--- config.mk ---
export PLATFORM = sky130hd
export DESIGN_NAME = dma16_swap_bridge
export DESIGN_NICKNAME = d
export VERILOG_FILES = /design/src/rtl/dma16_pkg.sv /design/src/rtl/dma16_req_align.sv /design/src/rtl/dma16_lane_swap.sv /design/src/rtl/dma16_burst_ctl.sv /design/src/rtl/dma16_swap_bridge.sv
export SDC_FILE = /design/constraint.sdc
export NUM_CORES = 1
export LEC_CHECK = 0
export ABC_AREA = 1
export BUFFER_PORTS_ARGS = -buffer_cell sky130_fd_sc_hd__buf_4
export CORE_MARGIN = 5
export CORE_UTILIZATION = 48
export DETAILED_ROUTE_END_ITERATION = 16
export PLACE_DENSITY = 0.76
export SYNTH_ARGS = -nofsm -noshare
export SYNTH_HDL_FRONTEND = slang
export SYNTH_SLANG_ARGS = --single-unit
--- constraint.sdc ---
create_clock -name clk -period 2.7 [get_ports clk]
set_clock_uncertainty 0.1 [all_clocks]
set_input_delay 0.81 -clock clk [delete_from_list [all_inputs] [get_ports clk]]
set_output_delay 0.81 -clock clk [all_outputs]
set_load 0.02 [all_outputs]
--- src/rtl/dma16_pkg.sv ---
package dma16_pkg;

  localparam int BEAT_W     = 16;
  localparam int BEAT_BYTES = BEAT_W / 8;

  typedef enum logic [1:0] {
    ST_IDLE = 2'd0,
    ST_CMD  = 2'd1,
    ST_DATA = 2'd2,
    ST_FIN  = 2'd3
  } xfer_state_t;

endpackage

--- src/rtl/dma16_req_align.sv ---
// Turns a raw request into a base address, a beat count and a tail flag.
module dma16_req_align #(
  parameter int OFF_W  = 24,
  parameter int ADDR_W = 32,
  parameter int LEN_W  = 16
) (
  input  logic [OFF_W-1:0]  offset_i,
  input  logic [ADDR_W-1:0] hi_addr_i,
  input  logic [LEN_W-1:0]  len_i,
  input  logic              noswap_i,
  output logic [ADDR_W-1:0] base_addr_o,
  output logic [LEN_W-1:0]  beats_o,
  output logic              odd_tail_o
);

  logic [ADDR_W-1:0] merged;
  logic [LEN_W-1:0]  half_len;

  always_comb begin
    merged   = ADDR_W'(offset_i) | hi_addr_i;
    half_len = len_i >> 1;
    if (noswap_i) begin
      base_addr_o = merged;
      beats_o     = half_len + LEN_W'(len_i[0]);
      odd_tail_o  = len_i[0];
    end else begin
      base_addr_o = {merged[ADDR_W-1:1], 1'b0};
      beats_o     = half_len;
      odd_tail_o  = 1'b0;
    end
  end

endmodule

--- src/rtl/dma16_lane_swap.sv ---
// Exchanges the two bytes of every halfword in a word unless bypassed.
module dma16_lane_swap #(
  parameter int WORD_W = 16
) (
  input  logic              bypass_i,
  input  logic [WORD_W-1:0] data_i,
  output logic [WORD_W-1:0] data_o
);

  localparam int NUM_HW = WORD_W / 16;

  logic [WORD_W-1:0] swapped;

  for (genvar h = 0; h < NUM_HW; h++) begin : g_hw
    assign swapped[h*16 +: 8]     = data_i[h*16 + 8 +: 8];
    assign swapped[h*16 + 8 +: 8] = data_i[h*16 +: 8];
  end

  assign data_o = bypass_i ? data_i : swapped;

endmodule

--- src/rtl/dma16_burst_ctl.sv ---
// Sequencer: accepts a request, issues bursts, counts beats, signals completion.
module dma16_burst_ctl
  import dma16_pkg::*;
#(
  parameter int ADDR_W      = 32,
  parameter int LEN_W       = 16,
  parameter int CHUNK_BEATS = 32
) (
  input  logic              clk,
  input  logic              rst,
  input  logic              req_valid_i,
  input  logic              req_we_i,
  input  logic              req_noswap_i,
  input  logic [ADDR_W-1:0] base_addr_i,
  input  logic [LEN_W-1:0]  total_beats_i,
  input  logic              odd_tail_i,
  output logic              req_ready_o,
  output logic              cmd_valid_o,
  output logic              cmd_we_o,
  output logic [ADDR_W-1:0] cmd_addr_o,
  output logic [LEN_W-1:0]  cmd_beats_o,
  input  logic              cmd_ready_i,
  input  logic              beat_fire_i,
  output logic              data_phase_o,
  output logic              burst_last_o,
  output logic              tail_beat_o,
  output logic              noswap_o,
  output logic              done_o
);

  localparam logic [LEN_W-1:0] CHUNK_CAP = LEN_W'(CHUNK_BEATS);

  xfer_state_t       state_q;
  logic [ADDR_W-1:0] addr_q;
  logic [LEN_W-1:0]  rem_q;
  logic [LEN_W-1:0]  cnt_q;
  logic              odd_q;
  logic              noswap_q;
  logic              we_q;
  logic              chunk_en;
  logic              cmd_fire;

  assign chunk_en    = we_q & ~noswap_q;
  assign cmd_beats_o = (chunk_en && (rem_q > CHUNK_CAP)) ? CHUNK_CAP : rem_q;
  assign cmd_fire    = (state_q == ST_CMD) && cmd_ready_i;

  always_ff @(posedge clk) begin
    if (rst) begin
      state_q  <= ST_IDLE;
      addr_q   <= '0;
      rem_q    <= '0;
      cnt_q    <= '0;
      odd_q    <= 1'b0;
      noswap_q <= 1'b0;
      we_q     <= 1'b0;
    end else begin
      case (state_q)
        ST_IDLE: begin
          if (req_valid_i) begin
            addr_q   <= base_addr_i;
            rem_q    <= total_beats_i;
            odd_q    <= odd_tail_i;
            noswap_q <= req_noswap_i;
            we_q     <= req_we_i;
            state_q  <= (total_beats_i == '0) ? ST_FIN : ST_CMD;
          end
        end
        ST_CMD: begin
          if (cmd_fire) begin
            cnt_q   <= cmd_beats_o;
            rem_q   <= rem_q - cmd_beats_o;
            addr_q  <= addr_q + ADDR_W'({cmd_beats_o, 1'b0});
            state_q <= ST_DATA;
          end
        end
        ST_DATA: begin
          if (beat_fire_i) begin
            cnt_q <= cnt_q - 1'b1;
            if (cnt_q == LEN_W'(1)) begin
              state_q <= (rem_q == '0) ? ST_FIN : ST_CMD;
            end
          end
        end
        default: state_q <= ST_IDLE;
      endcase
    end
  end

  assign req_ready_o  = (state_q == ST_IDLE);
  assign cmd_valid_o  = (state_q == ST_CMD);
  assign cmd_we_o     = we_q;
  assign cmd_addr_o   = addr_q;
  assign data_phase_o = (state_q == ST_DATA);
  assign burst_last_o = (cnt_q == LEN_W'(1));
  assign tail_beat_o  = odd_q && (rem_q == '0) && (cnt_q == LEN_W'(1));
  assign noswap_o     = noswap_q;
  assign done_o       = (state_q == ST_FIN);

  // command is held until accepted
  p_cmd_hold_r10: assert property (@(posedge clk) disable iff (rst)
    cmd_valid_o && !cmd_ready_i |=> cmd_valid_o && $stable(cmd_addr_o) && $stable(cmd_beats_o));

  // swapped bursts start on an even byte address
  p_even_addr_r2: assert property (@(posedge clk) disable iff (rst)
    cmd_valid_o && !noswap_q |-> !cmd_addr_o[0]);

  // swapped write bursts are non-empty and capped
  p_chunk_cap_r6: assert property (@(posedge clk) disable iff (rst)
    cmd_valid_o && we_q && !noswap_q |-> (cmd_beats_o <= CHUNK_CAP) && (cmd_beats_o != '0));

  // completion is a single-cycle pulse followed by idle
  p_done_pulse_r9: assert property (@(posedge clk) disable iff (rst)
    done_o |=> !done_o && req_ready_o);

  // an accepted request makes the bridge busy
  p_busy_after_accept_r8: assert property (@(posedge clk) disable iff (rst)
    req_valid_i && req_ready_o |=> !req_ready_o);

endmodule

--- src/rtl/dma16_swap_bridge.sv ---
module dma16_swap_bridge
  import dma16_pkg::*;
#(
  parameter int OFF_W       = 24,
  parameter int ADDR_W      = 32,
  parameter int LEN_W       = 16,
  parameter int CHUNK_BYTES = 64
) (
  input  logic                  clk,
  input  logic                  rst,
  input  logic [ADDR_W-1:0]     hi_addr_i,
  input  logic                  req_valid_i,
  output logic                  req_ready_o,
  input  logic                  req_write_i,
  input  logic [OFF_W-1:0]      req_offset_i,
  input  logic [LEN_W-1:0]      req_len_i,
  input  logic                  req_noswap_i,
  input  logic                  per_wvalid_i,
  output logic                  per_wready_o,
  input  logic [BEAT_W-1:0]     per_wdata_i,
  output logic                  per_rvalid_o,
  output logic [BEAT_W-1:0]     per_rdata_o,
  output logic                  mem_cmd_valid_o,
  input  logic                  mem_cmd_ready_i,
  output logic                  mem_cmd_we_o,
  output logic [ADDR_W-1:0]     mem_cmd_addr_o,
  output logic [LEN_W-1:0]      mem_cmd_beats_o,
  output logic                  mem_wvalid_o,
  input  logic                  mem_wready_i,
  output logic [BEAT_W-1:0]     mem_wdata_o,
  output logic [BEAT_BYTES-1:0] mem_wbe_o,
  output logic                  mem_wlast_o,
  input  logic                  mem_rvalid_i,
  input  logic [BEAT_W-1:0]     mem_rdata_i,
  output logic                  done_o
);

  localparam int CHUNK_BEATS = CHUNK_BYTES / BEAT_BYTES;

  logic [ADDR_W-1:0] base_addr;
  logic [LEN_W-1:0]  total_beats;
  logic              odd_tail;
  logic              data_phase;
  logic              burst_last;
  logic              tail_beat;
  logic              noswap_q;
  logic              beat_fire;
  logic              rd_beat;
  logic [BEAT_W-1:0] rd_lane;

  dma16_req_align #(
    .OFF_W (OFF_W),
    .ADDR_W(ADDR_W),
    .LEN_W (LEN_W)
  ) u_align (
    .offset_i   (req_offset_i),
    .hi_addr_i  (hi_addr_i),
    .len_i      (req_len_i),
    .noswap_i   (req_noswap_i),
    .base_addr_o(base_addr),
    .beats_o    (total_beats),
    .odd_tail_o (odd_tail)
  );

  dma16_burst_ctl #(
    .ADDR_W     (ADDR_W),
    .LEN_W      (LEN_W),
    .CHUNK_BEATS(CHUNK_BEATS)
  ) u_ctl (
    .clk          (clk),
    .rst          (rst),
    .req_valid_i  (req_valid_i),
    .req_we_i     (req_write_i),
    .req_noswap_i (req_noswap_i),
    .base_addr_i  (base_addr),
    .total_beats_i(total_beats),
    .odd_tail_i   (odd_tail),
    .req_ready_o  (req_ready_o),
    .cmd_valid_o  (mem_cmd_valid_o),
    .cmd_we_o     (mem_cmd_we_o),
    .cmd_addr_o   (mem_cmd_addr_o),
    .cmd_beats_o  (mem_cmd_beats_o),
    .cmd_ready_i  (mem_cmd_ready_i),
    .beat_fire_i  (beat_fire),
    .data_phase_o (data_phase),
    .burst_last_o (burst_last),
    .tail_beat_o  (tail_beat),
    .noswap_o     (noswap_q),
    .done_o       (done_o)
  );

  // Write path: peripheral halfword straight through the lane swapper.
  dma16_lane_swap #(.WORD_W(BEAT_W)) u_wr_swap (
    .bypass_i(noswap_q),
    .data_i  (per_wdata_i),
    .data_o  (mem_wdata_o)
  );

  assign mem_wvalid_o = data_phase & mem_cmd_we_o & per_wvalid_i;
  assign per_wready_o = data_phase & mem_cmd_we_o & mem_wready_i;
  assign mem_wlast_o  = burst_last;
  assign mem_wbe_o    = tail_beat ? BEAT_BYTES'(1) : '1;

  // Read path: swap then register toward the peripheral.
  dma16_lane_swap #(.WORD_W(BEAT_W)) u_rd_swap (
    .bypass_i(noswap_q),
    .data_i  (mem_rdata_i),
    .data_o  (rd_lane)
  );

  assign rd_beat   = data_phase & ~mem_cmd_we_o & mem_rvalid_i;
  assign beat_fire = mem_cmd_we_o ? (mem_wvalid_o & mem_wready_i) : rd_beat;

  always_ff @(posedge clk) begin
    if (rst) begin
      per_rvalid_o <= 1'b0;
    end else begin
      per_rvalid_o <= rd_beat;
    end
    per_rdata_o <= rd_lane;
  end

  // swapped read data is the byte-exchanged beat of the previous cycle
  p_rd_swap_r4: assert property (@(posedge clk) disable iff (rst)
    per_rvalid_o && !noswap_q |-> per_rdata_o == {$past(mem_rdata_i[7:0]), $past(mem_rdata_i[15:8])});

  // unswapped read data is passed unchanged
  p_rd_pass_r5: assert property (@(posedge clk) disable iff (rst)
    per_rvalid_o && noswap_q |-> per_rdata_o == $past(mem_rdata_i));

  // completion follows a final beat or an empty request, never a mid-transfer beat
  p_done_after_beat_r9: assert property (@(posedge clk) disable iff (rst)
    done_o |-> $past(beat_fire) || $past(req_valid_i && req_ready_o));

endmodule

==> summary.md, run 1 <==
| Metric | Value |
|---|---|
| Area delta synth->final | `54.0%` |
| Largest net degree at the start of global routing | `between 60 and 70` |
| Leakage | `between 0.004 and 0.005 uW` |
| WHS Path Cells | `2` |
| Ys Warns | `0` |
| Fmax | `around 0.35 GHz` |
| Gr busiest metal | `met2` |
| HP Class | `register to register` |
| R2r endpoint | `u_ctl.cmd_addr_o[28]` |
| Initial antenna violation count | `0` |
| Row Count | `42` |
| Clk pin slew, worst setup/hold paths | `around 0.07 ns` |
| DIE HEIGHT | `127 microns` |
| Crit path cell chain | `nor2_4, nand2_2, o21ai_2, nand2_4, nand2_4, buf_6, nand2_4, inv_2, ha_4, a21oi_2, nand2_2, nand2_2, nand2_2, nand2_2, nand2_4, nand2_2, nand2_2, nand2_2, nand2_2, nand3_2, nand3_2, nand2_2, a21oi_2` |
| Core Util, Final | `0.760` |
| Critical path's slowest cell | `dfxtp_2` |
| DR WL/cell | `15.9 microns` |
| Pre-CTS setup slack | `-0.162 ns` |
| Num CTS Buffers | `9` |
| Met2 Usage GRT | `0.484` |
| Routed WL | `approximately 25,000 microns` |
| Seq/Total Area, Yosys | `0.261` |
| Cell area after synthesis | `around 6600 sq um` |
| GRT Overall Usage | `0.280` |
| Final nets | `roughly 1,500` |
| Synth cell types | `52` |
| WS Path Type | `register to register` |
| Syn Area/Cell | `a little over 6 sq um` |
| R2R Path Start | `u_ctl.rem_q[1]` |
| Crit path capture type | `register` |
| Worst-Skew Late Latency | `about 0.35 ns` |
| Final setup fails | `22` |
| PortBufs | `201` |
| CTS tree | `done` |
| Max cap viols | `0` |
| DRC | `0` |
| Worst slew pin tran | `approximately 0.64 ns` |
| GPL Wtd Cong | `0.931` |
| Final max-slew violation count | `0` |
| Sink Count | `86` |
| Worst path required time | `2.81 ns` |
| Die Span X | `127 microns` |
| Share of the clock period used by the worst path | `1.04` |
| Antenna Violating Nets Remaining | `0` |
| Final std cells w/o fill | `roughly 1,500` |
| Max-slew headroom | `0.571` |
| Hold Path Origin | `u_ctl.odd_q` |
| Setup TNS | `-1.07 ns` |
| WHS Endpoint | `u_ctl.odd_q` |
| H-tree levels | `3` |
| Layout cells sized above 1 | `0.370` |
| RSZ-0062 raised after global routing | `yes` |
| Drt pass-1 iters | `5` |
| Dpl cells | `approximately 1,500` |
| Core Region | `13,300 sq um` |
| Worst setup margin | `-0.120 ns` |
| Mapped Cells | `1,061` |
| Worst R2R Setup Slack | `-0.12 ns` |
| Met3 usage | `0.0614` |
| Die area | `approximately 16,000 sq um` |
| Most common cell after layout, fill and taps aside | `buf_4` |
| Violated checks | `negative setup slack` |
| #FFs+latches synth | `between 80 and 90` |
| Min Tclk post-route | `2.82 ns` |
| Status | `finished, violations left` |
| Final Hold Fails | `0` |
| Crit start category | `register` |
| Antenna Cells | `0` |
| Grt ovf | `0` |
| Commonest non-fill, non-tap cells in the layout | `312 x buf_4, 208 x nand2_1, 110 x nor2_1` |
| Clk buf depth | `2` |
| Post-DP HPWL | `about 18,000 microns` |
| Number of global-route vias before repair | `7,911` |
| Initial Util | `0.494` |
| Met1 usage in global routing | `0.350` |
| Via Count | `8,355` |
| Cells on worst reg2reg path | `23` |
| Vias per std cell | `5.43` |
| CP most frequent cell | `nand2_2` |
| Worst path arrival time | `between 2 and 3 ns` |
| PD cells | `between 1000 and 1500 nW/um^2` |
| IO Count | `approximately 200` |
| CP Max Fanout | `8` |
| Max IR drop VDD | `between 500 and 600 uV` |
| DRT iter0 DRCs | `between 700 and 800` |
| Clock root cell | `clkbuf_16` |
| First-pass GRT wire length | `around 38,000 microns` |
| Crit-path max cell delay | `around 0.34 ns` |
[kinds of logic after synthesis]
family,after synthesis,share of synthesized area
compound gates,262,0.220
flops,86,0.261
xor+xnor,36,0.0479
buf+inv,162,0.101
other cells,1,0.000569
simple gates,488,0.319
fa+ha+maj,26,0.0505
[state kept, by name, indices dropped and copies added (netlist names)]
signal,cells
per_rdata_o,16
u_ctl.noswap_o,1
u_ctl.cnt_q,16
u_ctl.cmd_addr_o,32
u_ctl.state_q,2
u_ctl.rem_q,16
per_rvalid_o,1
u_ctl.cmd_we_o,1
u_ctl.odd_q,1
[area by class of cell]
| class | instances | area [sq um] |
|---|---|---|
| inverter | 116 | 453 |
| fill | 1066 | 3200 |
| clock inverter | 5 | 58.8 |
| tap | 176 | 220 |
| sequential | 86 | 1740 |
| timing repair buffer | 332 | 2590 |
| multi-input combinational | 814 | 4850 |
| clock buffer | 11 | 233 |
[worst max-delay path: cells and delay by family, from the launching register on]
family | cells | cell delay, ns
flops | 1 | 0.34
buf+inv | 2 | 0.23
compound gates | 3 | 0.40
fa+ha+maj | 1 | 0.22
simple gates | 17 | 1.40
[Yosys cell counts, drive strengths merged]
library cell / number / area, sq um
a21boi: 1 / 7.51
a21o: 5 / 37.5
a21oi: 108 / 556
a221oi: 2 / 17.5
a22oi: 2 / 15.0
a31oi: 12 / 75.1
and2: 1 / 6.26
and3: 2 / 12.5
buf: 19 / 126
clkbuf: 27 / 101
conb: 1 / 3.75
dfxtp: 86 / 1720
fa: 1 / 20.0
ha: 25 / 313
inv: 116 / 438
nand2: 247 / 957
nand3: 56 / 295
nand3b: 6 / 45.0
nand4: 16 / 100
nor2: 133 / 532
nor3: 19 / 95.1
nor4: 5 / 37.5
o211ai: 13 / 103
o21ai: 110 / 562
o21bai: 2 / 15.0
o221a: 1 / 11.3
o221ai: 2 / 17.5
o311ai: 2 / 17.5
o31ai: 2 / 15.0
or2: 3 / 18.8
xnor2: 9 / 78.8
xor2: 27 / 236
[where the power goes]
part           internal, uW  total, uW  switching [uW]
combinational          3420       7940            4520
clock                   720       1260             538
sequential             1720       2200             474
[what timing repair did]
| action | in CTS | in global routing |
|---|---|---|
| hold buffers | 0 | 0 |
| pin swaps | 38 | 52 |
| gates resized for setup | 70 | 78 |
| setup buffers | 7 | 10 |
| endpoints found under the setup margin | 29 | 40 |
[per-layer routing]
layer  vias to the layer above  part of all wire
li1                       4109                 -
met5                         -                 0
met4                         0             0.028
met3                        64             0.084
met1                      3786              0.41
met2                       396              0.48
[worst max-delay path by stage]
stage	from	end	cells after the start	slack [ns]
floorplan	u_ctl.rem_q[2]	u_ctl.cmd_addr_o[27]	20	-0.09
detailed placement	u_ctl.rem_q[2]	u_ctl.cmd_addr_o[25]	17	-0.16
global placement	u_ctl.rem_q[2]	u_ctl.cmd_addr_o[23]	19	-0.15
global route	u_ctl.rem_q[1]	u_ctl.cmd_addr_o[28]	23	-0.27
finish	u_ctl.rem_q[1]	u_ctl.cmd_addr_o[28]	23	-0.12
CTS	u_ctl.rem_q[6]	u_ctl.cmd_addr_o[25]	18	-0.11
[metrics by stage]
stage | power [uW] | cell area, sq um | hold WS (ns)
2_1_floorplan | 6270 | 6780 | 0.340
3_3_place_gp | 9000 | 9170 | 0.353
3_5_place_dp | 9090 | 9170 | 0.363
4_1_cts | 10800 | 9780 | 0.375
5_1_grt | 12200 | 10100 | 0.406
6_report | 11400 | 10100 | 0.375
No activity file was read; power rests on OpenSTA's default activity.
==> run 2: changes to the inputs <==
==> constraint.sdc (replaced) <==
create_clock -name clk -period 2.7 [get_ports clk]
set_clock_uncertainty 0.1 [all_clocks]
set_input_delay 0.54 -clock clk [delete_from_list [all_inputs] [get_ports clk]]
set_output_delay 0.54 -clock clk [all_outputs]
set_load 0.02 [all_outputs]
==> summary.md, run 2 (synthesis results as in run 1) <==
| Metric | Value |
|---|---|
| Crit start category | `register` |
| Vias per std cell | `5.40 (-0.41%)` |
| Violated checks | `negative setup slack` |
| Worst-Skew Late Latency | `0.35 ns (about the same)` |
| DRC | `0 (unchanged)` |
| WHS Endpoint | `per_rdata_o[4]` |
| Clk buf depth | `2 (unchanged)` |
| Final Hold Fails | `0 (unchanged)` |
| Antenna Cells | `0 (unchanged)` |
| GPL Wtd Cong | `0.932 (+0.13%)` |
| Max IR drop VDD | `445 uV (-19%)` |
| CTS tree | `done` |
| Worst slew pin tran | `0.861 ns (+0.223 ns)` |
| IO Count | `203 (unchanged)` |
| WHS Path Cells | `3 (+1)` |
| Grt ovf | `0 (unchanged)` |
| HP Class | `primary input to register` |
| Final setup fails | `20 (-9.1%)` |
| Initial Util | `0.494 (unchanged)` |
| Worst R2R Setup Slack | `-0.16 ns (-0.04 ns)` |
| Top cell family by delay on the critical path | `compound AO/OA/AOI/OAI gates` |
| Routed WL | `24,200 microns (-1.2%)` |
| R2r endpoint | `u_ctl.cmd_addr_o[25]` |
| Core Region | `13,300 sq um (unchanged)` |
| Min Tclk post-route | `2.86 ns (+0.0419 ns)` |
| Antenna Violating Nets Remaining | `0 (unchanged)` |
| Share of the clock period used by the worst path | `1.06 (+0.0155)` |
| Layout cells sized above 1 | `0.357 (-0.0128)` |
| Max-slew headroom | `0.425 (-0.146)` |
| Fill cell count | `1,066 (unchanged)` |
| Row Count | `42 (unchanged)` |
| Placement Cell Area | `9070 sq um (-1.1%)` |
| Via Count | `8,283 (-0.86%)` |
| Final nets | `1,491 (-0.47%)` |
| Status | `finished, violations left` |
| DIE HEIGHT | `127 microns (unchanged)` |
| Fmax | `0.349 GHz (-1.5%)` |
| R2R Path Start | `u_ctl.rem_q[0]` |
| Number of global-route vias before repair | `7,861 (-0.63%)` |
| Worst Path Buf+Inv | `2 (unchanged)` |
| Crit-path max cell delay | `0.36 ns (+0.02 ns)` |
| Crit path cell chain | `nor2_2, nand2_2, o21ai_4, nand2_4, nand2_8, nand2_4, clkinv_4, ha_4, inv_2, fa_2, o21ai_4, a21o_1, nand3_4, a21oi_4, or2_4, nand3_2, nand2_1, a21oi_1` |
| Worst setup margin | `-0.162 ns (-0.0419 ns)` |
| Drt pass-1 iters | `6 (+1)` |
| Leakage | `0.00474 uW (-0.79%)` |
| Initial antenna violation count | `0 (unchanged)` |
| Cell area after layout | `10,000 sq um (-1.2%)` |
| Most common cell after layout, fill and taps aside | `buf_4` |
| DRT iter0 DRCs | `1,059 (+38%)` |
| Critical path's slowest cell | `fa_2` |
| Final max-slew violation count | `0 (unchanged)` |
| Worst path arrival time | `2.97 ns (+0.04 ns)` |
| DR WL/cell | `15.8 microns (-0.74%)` |
| Commonest non-fill, non-tap cells in the layout | `313 x buf_4, 209 x nand2_1, 114 x nor2_1` |
| Max cap viols | `0 (unchanged)` |
| PortBufs | `201 (unchanged)` |
| WS Path Type | `register to register` |
| Area delta synth->final | `52.2%` |
| Power Total | `11,400 uW (about the same)` |
| Post-DP HPWL | `17,500 microns (-2.6%)` |
| Crit path capture type | `register` |
| Sink Count | `86 (unchanged)` |
| Cells on worst reg2reg path | `18 (-22%)` |
| Die Span X | `127 microns (unchanged)` |
| RSZ-0062 raised after global routing | `yes` |
| First-pass GRT wire length | `37,500 microns (-0.15%)` |
| PD cells | `1140 nW/um^2 (+1.3%)` |
| CP Max Fanout | `4 (-4)` |
| Max reg flops | `32 (unchanged)` |
| Die area | `16,200 sq um (unchanged)` |
| Clk pin slew, worst setup/hold paths | `0.06 ns (about the same)` |
| H-tree levels | `3 (unchanged)` |
| GRT Overall Usage | `0.280 (-0.000340)` |
| Worst path required time | `2.81 ns (about the same)` |
| Clock root cell | `clkbuf_16` |
| Num CTS Buffers | `9 (unchanged)` |
| Hold Path Origin | `mem_rdata_i[4]` |
| Largest net degree at the start of global routing | `66 (unchanged)` |
==> run 2: changes by cell type in the layout (fill, tap and decap cells not counted), moves of 3 or more <==
cell,before,now
nand3_2,8,5
dfxtp_2,12,8
nor2_1,110,114
buf_6,17,9
nor2_2,14,11
o21ai_1,21,24
o21ai_2,7,3
dfxtp_1,73,77
==> run 2: how the worst max path moves through the flow <==
stage	slack, ns	end	cells after the start	startpoint
CTS	-0.08	u_ctl.cmd_addr_o[9]	19	u_ctl.rem_q[7]
floorplan	-0.09	u_ctl.cmd_addr_o[27]	20	u_ctl.rem_q[2]
detailed placement	-0.23	u_ctl.cmd_addr_o[25]	17	u_ctl.rem_q[0]
global route	-0.29	u_ctl.cmd_addr_o[29]	18	u_ctl.rem_q[2]
finish	-0.16	u_ctl.cmd_addr_o[25]	18	u_ctl.rem_q[0]
global placement	-0.13	u_ctl.cmd_addr_o[23]	18	u_ctl.rem_q[12]
==> run 2: worst register-to-register path: stages (launching register included) <==
cell and delay (ns):
dfxtp_2 0.32, nor2_2 0.12, nand2_2 0.08, o21ai_4 0.17
nand2_4 0.09, nand2_8 0.09, nand2_4 0.06, clkinv_4 0.05
ha_4 0.12, inv_2 0.03, fa_2 0.36, o21ai_4 0.20
a21o_1 0.26, nand3_4 0.13, a21oi_4 0.20, or2_4 0.14
nand3_2 0.05, nand2_1 0.09, a21oi_1 0.06
==> run 2: area by class of cell <==
cell class | instances | area [sq um] | area share
clock buffers | 12 | 256 | 0.0256
clock inverters | 4 | 52.6 | 0.00524
inverters | 116 | 448 | 0.0447
multi-input cells | 814 | 4810 | 0.480
flip-flops and latches | 86 | 1740 | 0.173
well taps | 176 | 220 | 0.0220
repair buffers | 325 | 2500 | 0.250
==> run 2: stage by stage <==
stage | std cells | hold slack (ns) | setup slack (ns) | setup TNS (ns) | util
after global routing | 1533 | 0.300 | -0.287 | -4.11 | 0.751
after CTS | 1522 | 0.289 | -0.0822 | -0.619 | 0.724
after floorplan | 1062 | 0.340 | -0.0928 | -0.474 | -
after detailed placement | 1496 | 0.369 | -0.229 | -2.32 | 0.680
after global placement | 1496 | 0.355 | -0.133 | -1.01 | 0.680
final | 1533 | 0.294 | -0.162 | -1.19 | 0.751
==> run 2: what timing repair did <==
| item | 4_1_cts | 5_1_grt |
|---|---|---|
| endpoints found under the setup margin | 20 | 26 |
| buffers inserted | 10 | 13 |
| hold buffers | 0 | 0 |
| pin swaps | 27 | 42 |
| resized for setup | 58 | 67 |
==> run 2: power by group <==
group	internal, uW	total, uW	switching [uW]	leakage [uW]
Clock	773	1310	538	0.000154
Combinational	3400	7920	4520	0.00387
Sequential	1720	2170	450	0.000715
==> run 2: per-layer routing <==
metal  share of wire  up-vias  track usage
met5               0        -            0
met4           0.028        0       0.0864
met3           0.084       65       0.0659
met2            0.48      399        0.472
met1            0.41     3729        0.356
li1                -     4090            -
